### config.mk
export PLATFORM = sky130hd
export DESIGN_NAME = evtcnt_top
export DESIGN_NICKNAME = d
export VERILOG_FILES = /design/src/rtl/evtcnt_pkg.sv /design/src/rtl/evtcnt_sync_edge.sv /design/src/rtl/evtcnt_core.sv /design/src/rtl/evtcnt_regs.sv /design/src/rtl/evtcnt_top.sv
export SDC_FILE = /design/constraint.sdc
export NUM_CORES = 1
export LEC_CHECK = 0
export BUFFER_PORTS_ARGS = -buffer_cell sky130_fd_sc_hd__buf_2
export CAP_MARGIN = 10
export CORE_ASPECT_RATIO = 1.75
export CORE_UTILIZATION = 23
export CTS_CLUSTER_DIAMETER = 60
export DETAILED_ROUTE_END_ITERATION = 10
export PLACE_DENSITY_LB_ADDON = 0.12
export SLEW_MARGIN = 20
export SYNTH_ARGS = -nofsm -noshare
export SYNTH_HDL_FRONTEND = slang
export SYNTH_SLANG_ARGS = --single-unit
### constraint.sdc
create_clock -name clk -period 4 [get_ports clk]
set_input_delay 0.6 -clock clk [delete_from_list [all_inputs] [get_ports clk]]
set_output_delay 0.6 -clock clk [all_outputs]
set_load 0.1 [all_outputs]
### src/rtl/evtcnt_pkg.sv
package evtcnt_pkg;
  // Byte addresses decoded by the register block
  localparam logic [7:0] CTRL_ADDR = 8'h0C;
  localparam logic [7:0] CNT_BASE  = 8'h0D;

  // Control byte layout; the bit order is decoded by software
  typedef struct packed {
    logic snap;
    logic casc;
    logic pol_b;
    logic pol_a;
  } ctrl_t;
endpackage

### src/rtl/evtcnt_sync_edge.sv
module evtcnt_sync_edge #(
  parameter int STAGES = 2
) (
  input  logic clk,
  input  logic rst_n,
  input  logic pin_i,
  input  logic falling_i,
  output logic edge_o
);
  logic [STAGES-1:0] chain;
  logic              prev;
  logic              level;

  assign level = chain[STAGES-1];

  always_ff @(posedge clk or negedge rst_n) begin
    if (!rst_n) begin
      chain <= '0;
      prev  <= 1'b0;
    end else begin
      chain <= {chain[STAGES-2:0], pin_i};
      prev  <= level;
    end
  end

  assign edge_o = falling_i ? (prev & ~level) : (level & ~prev);
endmodule

### src/rtl/evtcnt_core.sv
module evtcnt_core #(
  parameter int CNT_W = 16,
  localparam int BPC  = CNT_W / 8,
  localparam int NB   = 2 * BPC
) (
  input  logic             clk,
  input  logic             rst_n,
  input  logic             edge_a,
  input  logic             edge_b,
  input  logic             casc,
  input  logic             cnt_wr,
  input  logic [NB-1:0]    byte_en,
  input  logic [7:0]       wdata,
  output logic [CNT_W-1:0] cnt_a,
  output logic [CNT_W-1:0] cnt_b,
  output logic             inc_a,
  output logic             inc_b
);
  function automatic logic [CNT_W-1:0] step(input logic [CNT_W-1:0] c, input logic inc);
    return c + {{(CNT_W-1){1'b0}}, inc};
  endfunction

  function automatic logic wraps(input logic [CNT_W-1:0] c, input logic inc);
    return inc && (&c);
  endfunction

  assign inc_a = edge_a & ~cnt_wr;
  assign inc_b = casc ? wraps(cnt_a, inc_a) : (edge_b & ~cnt_wr);

  always_ff @(posedge clk or negedge rst_n) begin
    if (!rst_n) begin
      cnt_a <= '0;
      cnt_b <= '0;
    end else if (cnt_wr) begin
      for (int i = 0; i < BPC; i++) begin
        if (byte_en[i])       cnt_a[8*i +: 8] <= wdata;
        if (byte_en[BPC + i]) cnt_b[8*i +: 8] <= wdata;
      end
    end else begin
      cnt_a <= step(cnt_a, inc_a);
      cnt_b <= step(cnt_b, inc_b);
    end
  end
endmodule

### src/rtl/evtcnt_regs.sv
module evtcnt_regs
  import evtcnt_pkg::*;
#(
  parameter int CNT_W  = 16,
  parameter int ADDR_W = 8,
  localparam int NB    = 2 * (CNT_W / 8)
) (
  input  logic              clk,
  input  logic              rst_n,
  input  logic [ADDR_W-1:0] bus_addr,
  input  logic              bus_wr,
  input  logic [7:0]        bus_wdata,
  input  logic [CNT_W-1:0]  cnt_a,
  input  logic [CNT_W-1:0]  cnt_b,
  output ctrl_t             ctrl,
  output logic              cnt_wr,
  output logic [NB-1:0]     byte_en,
  output logic              snap_cap,
  output logic [2*CNT_W-1:0] snap_q,
  output logic [7:0]        bus_rdata
);
  localparam logic [ADDR_W-1:0] A_CTRL = ADDR_W'(CTRL_ADDR);
  localparam logic [ADDR_W-1:0] A_BASE = ADDR_W'(CNT_BASE);

  logic [ADDR_W-1:0] off;
  logic              in_cnt;
  logic              ctrl_wr;

  assign off     = bus_addr - A_BASE;
  assign in_cnt  = (bus_addr >= A_BASE) && (off < ADDR_W'(NB));
  assign ctrl_wr = bus_wr && (bus_addr == A_CTRL);
  assign cnt_wr  = bus_wr && in_cnt;
  assign snap_cap = ctrl_wr && bus_wdata[3];

  for (genvar i = 0; i < NB; i++) begin : g_ben
    assign byte_en[i] = cnt_wr && (off == ADDR_W'(i));
  end

  always_ff @(posedge clk or negedge rst_n) begin
    if (!rst_n) begin
      ctrl   <= '0;
      snap_q <= '0;
    end else begin
      ctrl.snap <= snap_cap;
      if (ctrl_wr) begin
        ctrl.casc  <= bus_wdata[2];
        ctrl.pol_b <= bus_wdata[1];
        ctrl.pol_a <= bus_wdata[0];
      end
      if (snap_cap) snap_q <= {cnt_b, cnt_a};
    end
  end

  always_comb begin
    bus_rdata = 8'h00;
    if (bus_addr == A_CTRL) begin
      bus_rdata = {4'b0000, ctrl};
    end else if (in_cnt) begin
      for (int i = 0; i < NB; i++)
        if (off == ADDR_W'(i)) bus_rdata = snap_q[8*i +: 8];
    end
  end
endmodule

### src/rtl/evtcnt_top.sv
module evtcnt_top
  import evtcnt_pkg::*;
#(
  parameter int CNT_W       = 16,
  parameter int ADDR_W      = 8,
  parameter int SYNC_STAGES = 2,
  localparam int NB         = 2 * (CNT_W / 8)
) (
  input  logic              clk,
  input  logic              rst_n,
  input  logic              ev_a_in,
  input  logic              ev_b_in,
  input  logic [ADDR_W-1:0] bus_addr,
  input  logic              bus_wr,
  input  logic [7:0]        bus_wdata,
  output logic [7:0]        bus_rdata
);
  ctrl_t              ctrl;
  logic [1:0]         pins;
  logic [1:0]         pols;
  logic [1:0]         edges;
  logic               edge_a, edge_b;
  logic               inc_a, inc_b;
  logic               cnt_wr, snap_cap, casc, snap_flag;
  logic [NB-1:0]      byte_en;
  logic [CNT_W-1:0]   cnt_a, cnt_b;
  logic [2*CNT_W-1:0] snap_q;

  assign pins      = {ev_b_in, ev_a_in};
  assign pols      = {ctrl.pol_b, ctrl.pol_a};
  assign edge_a    = edges[0];
  assign edge_b    = edges[1];
  assign casc      = ctrl.casc;
  assign snap_flag = ctrl.snap;

  for (genvar c = 0; c < 2; c++) begin : g_ch
    evtcnt_sync_edge #(.STAGES(SYNC_STAGES)) u_edge (
      .clk      (clk),
      .rst_n    (rst_n),
      .pin_i    (pins[c]),
      .falling_i(pols[c]),
      .edge_o   (edges[c])
    );
  end

  evtcnt_core #(.CNT_W(CNT_W)) u_core (
    .clk    (clk),
    .rst_n  (rst_n),
    .edge_a (edge_a),
    .edge_b (edge_b),
    .casc   (casc),
    .cnt_wr (cnt_wr),
    .byte_en(byte_en),
    .wdata  (bus_wdata),
    .cnt_a  (cnt_a),
    .cnt_b  (cnt_b),
    .inc_a  (inc_a),
    .inc_b  (inc_b)
  );

  evtcnt_regs #(.CNT_W(CNT_W), .ADDR_W(ADDR_W)) u_regs (
    .clk      (clk),
    .rst_n    (rst_n),
    .bus_addr (bus_addr),
    .bus_wr   (bus_wr),
    .bus_wdata(bus_wdata),
    .cnt_a    (cnt_a),
    .cnt_b    (cnt_b),
    .ctrl     (ctrl),
    .cnt_wr   (cnt_wr),
    .byte_en  (byte_en),
    .snap_cap (snap_cap),
    .snap_q   (snap_q),
    .bus_rdata(bus_rdata)
  );
endmodule

Yosys cells after proc, flatten, opt, wreduce, memory -nomap -nowiden. Cells that the tools add are included.

Bits in writable memories: 0. Bits in latches: 0. Memories: 0. Memory bits (read-only): 0. Input bits: 21. Register bits: 74. Word-level logic and storage cells: 63. Output and inout bits: 8.

Bitwise operators: 11. Equality and inequality tests: 8. Shifts and indexed selects: 0. Multiplexer cells: 15. Divide/modulo/power cells: 0. Multiply operators: 0. Add/subtract/negate cells: 3. $lt $le $gt $ge: 2. Reductions and logical operators: 11.

Operators by type and width (count): $mux 8 (10); $add 16x1->16 (2); $mux 16 (2); $eq 8x2->1 const B (2); $reduce_and 16->1 (1); $logic_and 1x1->1 (9); $eq 8x1->1 const B (1); $eq 8x4->1 const B (1); $ge 8x4->1 const B (1); $logic_not 8->1 (1); $lt 8x3->1 const B (1); $ne 2x2->1 const B (4); $sub 8x4->8 const B (1); $and 1x1->1 (6); $not 1->1 (5); $mux 1 (3).

Longest topological paths before layout.
Depth after elaboration: 10. Depth in mapped cells: 13. Gate-level depth less buffers: 12.

By module. From an unflattened synthesis, not the netlist that was laid out.

Cells, all modules: 375. Area total of the unflattened synthesis: 4222.8 µm².

By module, submodules not included: evtcnt_core (times used 1, area an instance 2115.8 µm², seq. area each 800.8 µm², cells each 216); evtcnt_regs (times used 1, area an instance 1911.8 µm², seq. area each 900.9 µm², cells each 147); evtcnt_sync_edge (times used 2, area an instance 97.6 µm², seq. area each 75.1 µm², cells each 6).

Worst setup path before layout. Ideal clock, no wire load.

Path kind: input-to-output. Start point: in bus_addr[0]. End point: out bus_rdata[0]. Arrival time: 3.841 ns. Buffers on the path: 2. Slack: -0.441 ns. Cell stages on the path: 6. Data required time: 3.400 ns. Path through: buf_2 -> nor2_2 -> mux2i_1 -> buf_2 -> nand2_1 -> o31ai_1.

Longest elaborated chain between the ends: 8. Elaborated cells on any way between the ends: 15. Classes of those cells: add/sub (1); order compare (2); eq/ne (4); mux (6); reduce/logical (2).

Ends and longest elaborated chain: from (decl) (line evtcnt_top.sv:13) `input logic [ADDR_W-1:0] bus_addr,`; $sub 8x4->8 (line evtcnt_regs.sv:29) `assign off = bus_addr - A_BASE;`; $logic_not 8->1 (line evtcnt_regs.sv:60) `if (off == ADDR_W'(i)) bus_rdata = snap_q[8*i +: 8];`; $mux 8 (4 in a row) (line evtcnt_regs.sv:60); $mux 8 (line evtcnt_regs.sv:58) `end else if (in_cnt) begin`; $mux 8 (*) (line evtcnt_regs.sv:56) `if (bus_addr == A_CTRL) begin`; to (decl) (line evtcnt_top.sv:16) `output logic [7:0] bus_rdata`.

Mark *: on every way between the ends. The rest lies on a longest branch, timed or not.

Worst setup path in the final report.
Start point: reg u_core.cnt_a[6]. End point: reg u_core.cnt_b[12].

Longest elaborated chain between the ends: 5.

Ends and longest elaborated chain: from (decl) (line evtcnt_core.sv:14) `output logic [CNT_W-1:0] cnt_a,`; from (signal, indexed assignment) (line evtcnt_core.sv:36) `if (byte_en[i]) cnt_a[8*i +: 8] <= wdata;`; from (signal assigned) (line evtcnt_core.sv:40) `cnt_a <= step(cnt_a, inc_a);`; $reduce_and 16->1 (line evtcnt_core.sv:24) `return inc && (&c);`; $logic_and 1x1->1 (line evtcnt_core.sv:24); $mux 1 (line evtcnt_core.sv:28) `assign inc_b = casc ? wraps(cnt_a, inc_a) : (edge_b & ~cnt_wr);`; $add 16x1->16 (line evtcnt_core.sv:20) `return c + {{(CNT_W-1){1'b0}}, inc};`; $mux 16 (line evtcnt_core.sv:34) `end else if (cnt_wr) begin`; to (signal, indexed assignment) (line evtcnt_core.sv:37) `if (byte_en[BPC + i]) cnt_b[8*i +: 8] <= wdata;`; to (signal assigned) (line evtcnt_core.sv:41) `cnt_b <= step(cnt_b, inc_b);`; to (decl) (line evtcnt_core.sv:15) `output logic [CNT_W-1:0] cnt_b,`.

No other way between the ends. A chain may end at the register's enable or synchronous reset.

==> out/qor.txt <==
status = complete, no violations
fraction of registers with async set/reset = 100.0%
Setup crit end kind = flip-flop
Layout Utilization = 27.73%
Worst Tran Pin Value = 720.3 ps
total CTS buffers = 9
maximum VDD drop = 0.1785 mV
Hold-fix buffers, CTS = 0
Slew Limit Fails = 0
syn avg cell area = 10.84 sq um
Max Clock Freq = 0.2843 GHz
RSZ-0062 raised after global routing = false
chip width = 103.3 um
XOR/XNOR Fraction of Synth Area = 0%
TritonCTS clock tree = done
Max Cap Viol = 0
#FFs+latches synth = 74
DP Worst Slack = 524.4 ps
crit-path most repeated cell = nand3_1
core area = 17540 sq um
Remaining Overflow, GRT = 0
first-pass GRT wire length = 20470 um
Setup Crit Path Kind = flip-flop to flip-flop
Syn Inst Count = 381
IO buf count = 28
Min Hold Slack = 282.9 ps
Cell Chain, Critical Path = and4_1 > and2_1 > nand3_1 > or4b_1 > a211oi_1 > ha_1 > ha_1 > nand3_1 > nor2_1 > nand3_1 > o311ai_0
WP buf/inv = 0
H-tree levels = 3
Seq/Total Area, Yosys = 44.83%
Final Cycle Share = 87.92%
CP startpoint kind = flip-flop
layout cells sized above 1 = 26.81%
clk buf depth = 2
complex-gate fraction of the synthesized area = 16.93%
I/O pins = 29
Final min period = 3517 ps
GPL Wtd Cong = 0.7703
Cell Count, Final, Fillers Out = 646
placed insts = 629
CTS root buf = clkbuf_16
DRC Markers = 0
HP Class = input port to async pin
Main synth FF type = dfrtp_1
num rows = 64
post-synthesis cell type count = 58
WP data arrival = 3730 ps
setup ws final = 483.1 ps
Final HPWL DP = 9968 um
drt total wl = 13290 um
Leak = 2.156 nW
critical path data required time = 4210 ps
fillers = 1831
initial core utilization = 23.55%
CP max-delay cell = or4b_1
adder-cell share of the synthesized area = 1.212%
number of global-route vias before repair = 3309
largest family of logic cells by synthesized area = simple AND/OR/NAND/NOR gates
clock sink total = 74
Detail Route Antenna Nets = 0
synth warn = 0
CP top delay family = simple AND/OR/NAND/NOR gates
Post-CTS Setup Inserts = 0
TritonRoute pass-1 iters = 4
WL per Instance = 20.57 um
power consumption = 2.257 mW
routed via count = 3268
design area = 4862 sq um
synthesized net count = 406
clk slew on worst S/H paths = 60 ps
clk_skew = 8.229 ps
Crit path largest cell delay = 550 ps
mux contribution to synthesized area = 15.78%
Final #Nets = 434
Mapped Area = 4130 sq um
Clk Latency, worst-skew pair = 340 ps
Placement Cell Area = 4511 sq um
final hold violation count = 0
Fin Setup TNS = 0 ps
Die Footprint = 18520 sq um
# resized after CTS = 0
EDFF count, synth = 0
Layout area overhead = 17.72%
initial antenna violation count = 1
total track usage = 15.65%
PD cells = 464.1 nW/um^2
CP Max Fanout = 8
Setup-failing EPs final = 0
largest net degree at the start of global routing = 75
Slew headroom = 51.98%
simple-gate share of the synthesized area = 17.99%
Die H = 179.3 um
via/cell ratio = 5.059
1st-iter DRT viols = 191
flip-flops by register name, summed over array words and instances, names as in the netlist:
register and cells:
g_ch.u_edge.chain 4, g_ch.u_edge.prev 2, u_core.cnt_a 16, u_core.cnt_b 16
u_regs.ctrl 4, u_regs.snap_q 32
cell type report:
class	instances	area, sq um	share of cell area, %
Multi-Input combinational cell	283	2145	44.11
Inverter	4	15.01	0.3088
Clock buffer	12	246.5	5.069
Clock inverter	4	98.84	2.033
Sequential cell	74	1852	38.09
Antenna cell	1	2.502	0.05147
Timing Repair Buffer	37	214.0	4.400
Tap cell	231	289.0	5.944
synthesized netlist by cell type, types with 2 or more instances:
library cell / instances / area, sq um
o31ai_1: 4 / 30.03
buf_2: 8 / 40.04
nand2_1: 38 / 142.6
o21ai_1: 4 / 20.02
mux2_4: 30 / 450.4
o32ai_1: 2 / 17.52
o21ai_0: 13 / 65.06
and3_1: 10 / 62.56
clkbuf_1: 7 / 26.28
nor3_2: 3 / 30.03
or4b_1: 2 / 20.02
nor2_2: 2 / 12.51
buf_6: 4 / 45.04
o22ai_1: 3 / 18.77
a311oi_1: 4 / 35.03
a22o_1: 2 / 17.52
o221a_2: 7 / 78.83
nand4_1: 10 / 62.56
and4_1: 2 / 17.52
nor2_1: 22 / 82.58
a22oi_1: 9 / 67.56
mux2i_1: 10 / 100.1
nor3_1: 4 / 20.02
and2_1: 4 / 25.02
o221a_1: 8 / 90.09
a21oi_1: 21 / 105.1
a31oi_1: 3 / 18.77
dfrtp_1: 74 / 1852
or3_1: 3 / 18.77
nand3_1: 20 / 100.1
nor4b_4: 2 / 47.55
ha_1: 4 / 50.05
mux2_2: 9 / 101.4
a31o_2: 2 / 17.52
inv_1: 4 / 15.01
a211oi_1: 5 / 37.54
power by group:
group	leakage [nW]	internal, mW	switching [mW]
logic	1.02	0.151	0.145
registers	0.972	0.858	0.150
clock network	0.167	0.629	0.324
metal layers:
metal | track usage, % | share of wire, % | vias to the layer above
li1 | - | - | 1515
met1 | 17.73 | 39 | 1653
met2 | 28.31 | 55 | 73
met3 | 2.105 | 2.5 | 27
met4 | 7.394 | 3.7 | 0
met5 | 0 | 0 | -
path summary, 6_finish.rpt:
check / cells after the start / endpoint / slack (ps) / from
max: 11 / u_core.cnt_b[12] / 480 / u_core.cnt_a[6]
min: 1 / u_core.cnt_a[3] / 280 / rst_n
max reg2reg: 11 / u_core.cnt_b[12] / 480 / u_core.cnt_a[6]
min reg2reg: 0 / g_ch[0].u_edge.chain[1] / 350 / g_ch[0].u_edge.chain[0]
max in group asynchronous: 1 / u_core.cnt_b[13] / 3210 / rst_n
min in group clk: 0 / g_ch[0].u_edge.chain[1] / 350 / g_ch[0].u_edge.chain[0]
logic make-up after synthesis:
family,count (synthesis)
flops,74
simple gates,134
mux,49
fa+ha+maj,4
compound gates,96
buf+inv,24
placed cells by master (no fill, tap or decap), types with 7 or more instances in the layout:
cell type | synthesis | layout
o221a_2 | 7 | 7
mux2_4 | 30 | 30
buf_2 | 8 | 27
nand4_1 | 10 | 10
nand3_1 | 20 | 20
mux2_2 | 9 | 9
clkbuf_16 | 0 | 9
o21ai_0 | 13 | 13
a21oi_1 | 21 | 21
o221a_1 | 8 | 8
buf_4 | 1 | 9
dfrtp_1 | 74 | 74
a22oi_1 | 9 | 9
and3_1 | 10 | 10
nand2_1 | 38 | 38
nor2_1 | 22 | 22
mux2i_1 | 10 | 10
(Power assumes the default switching activity.)
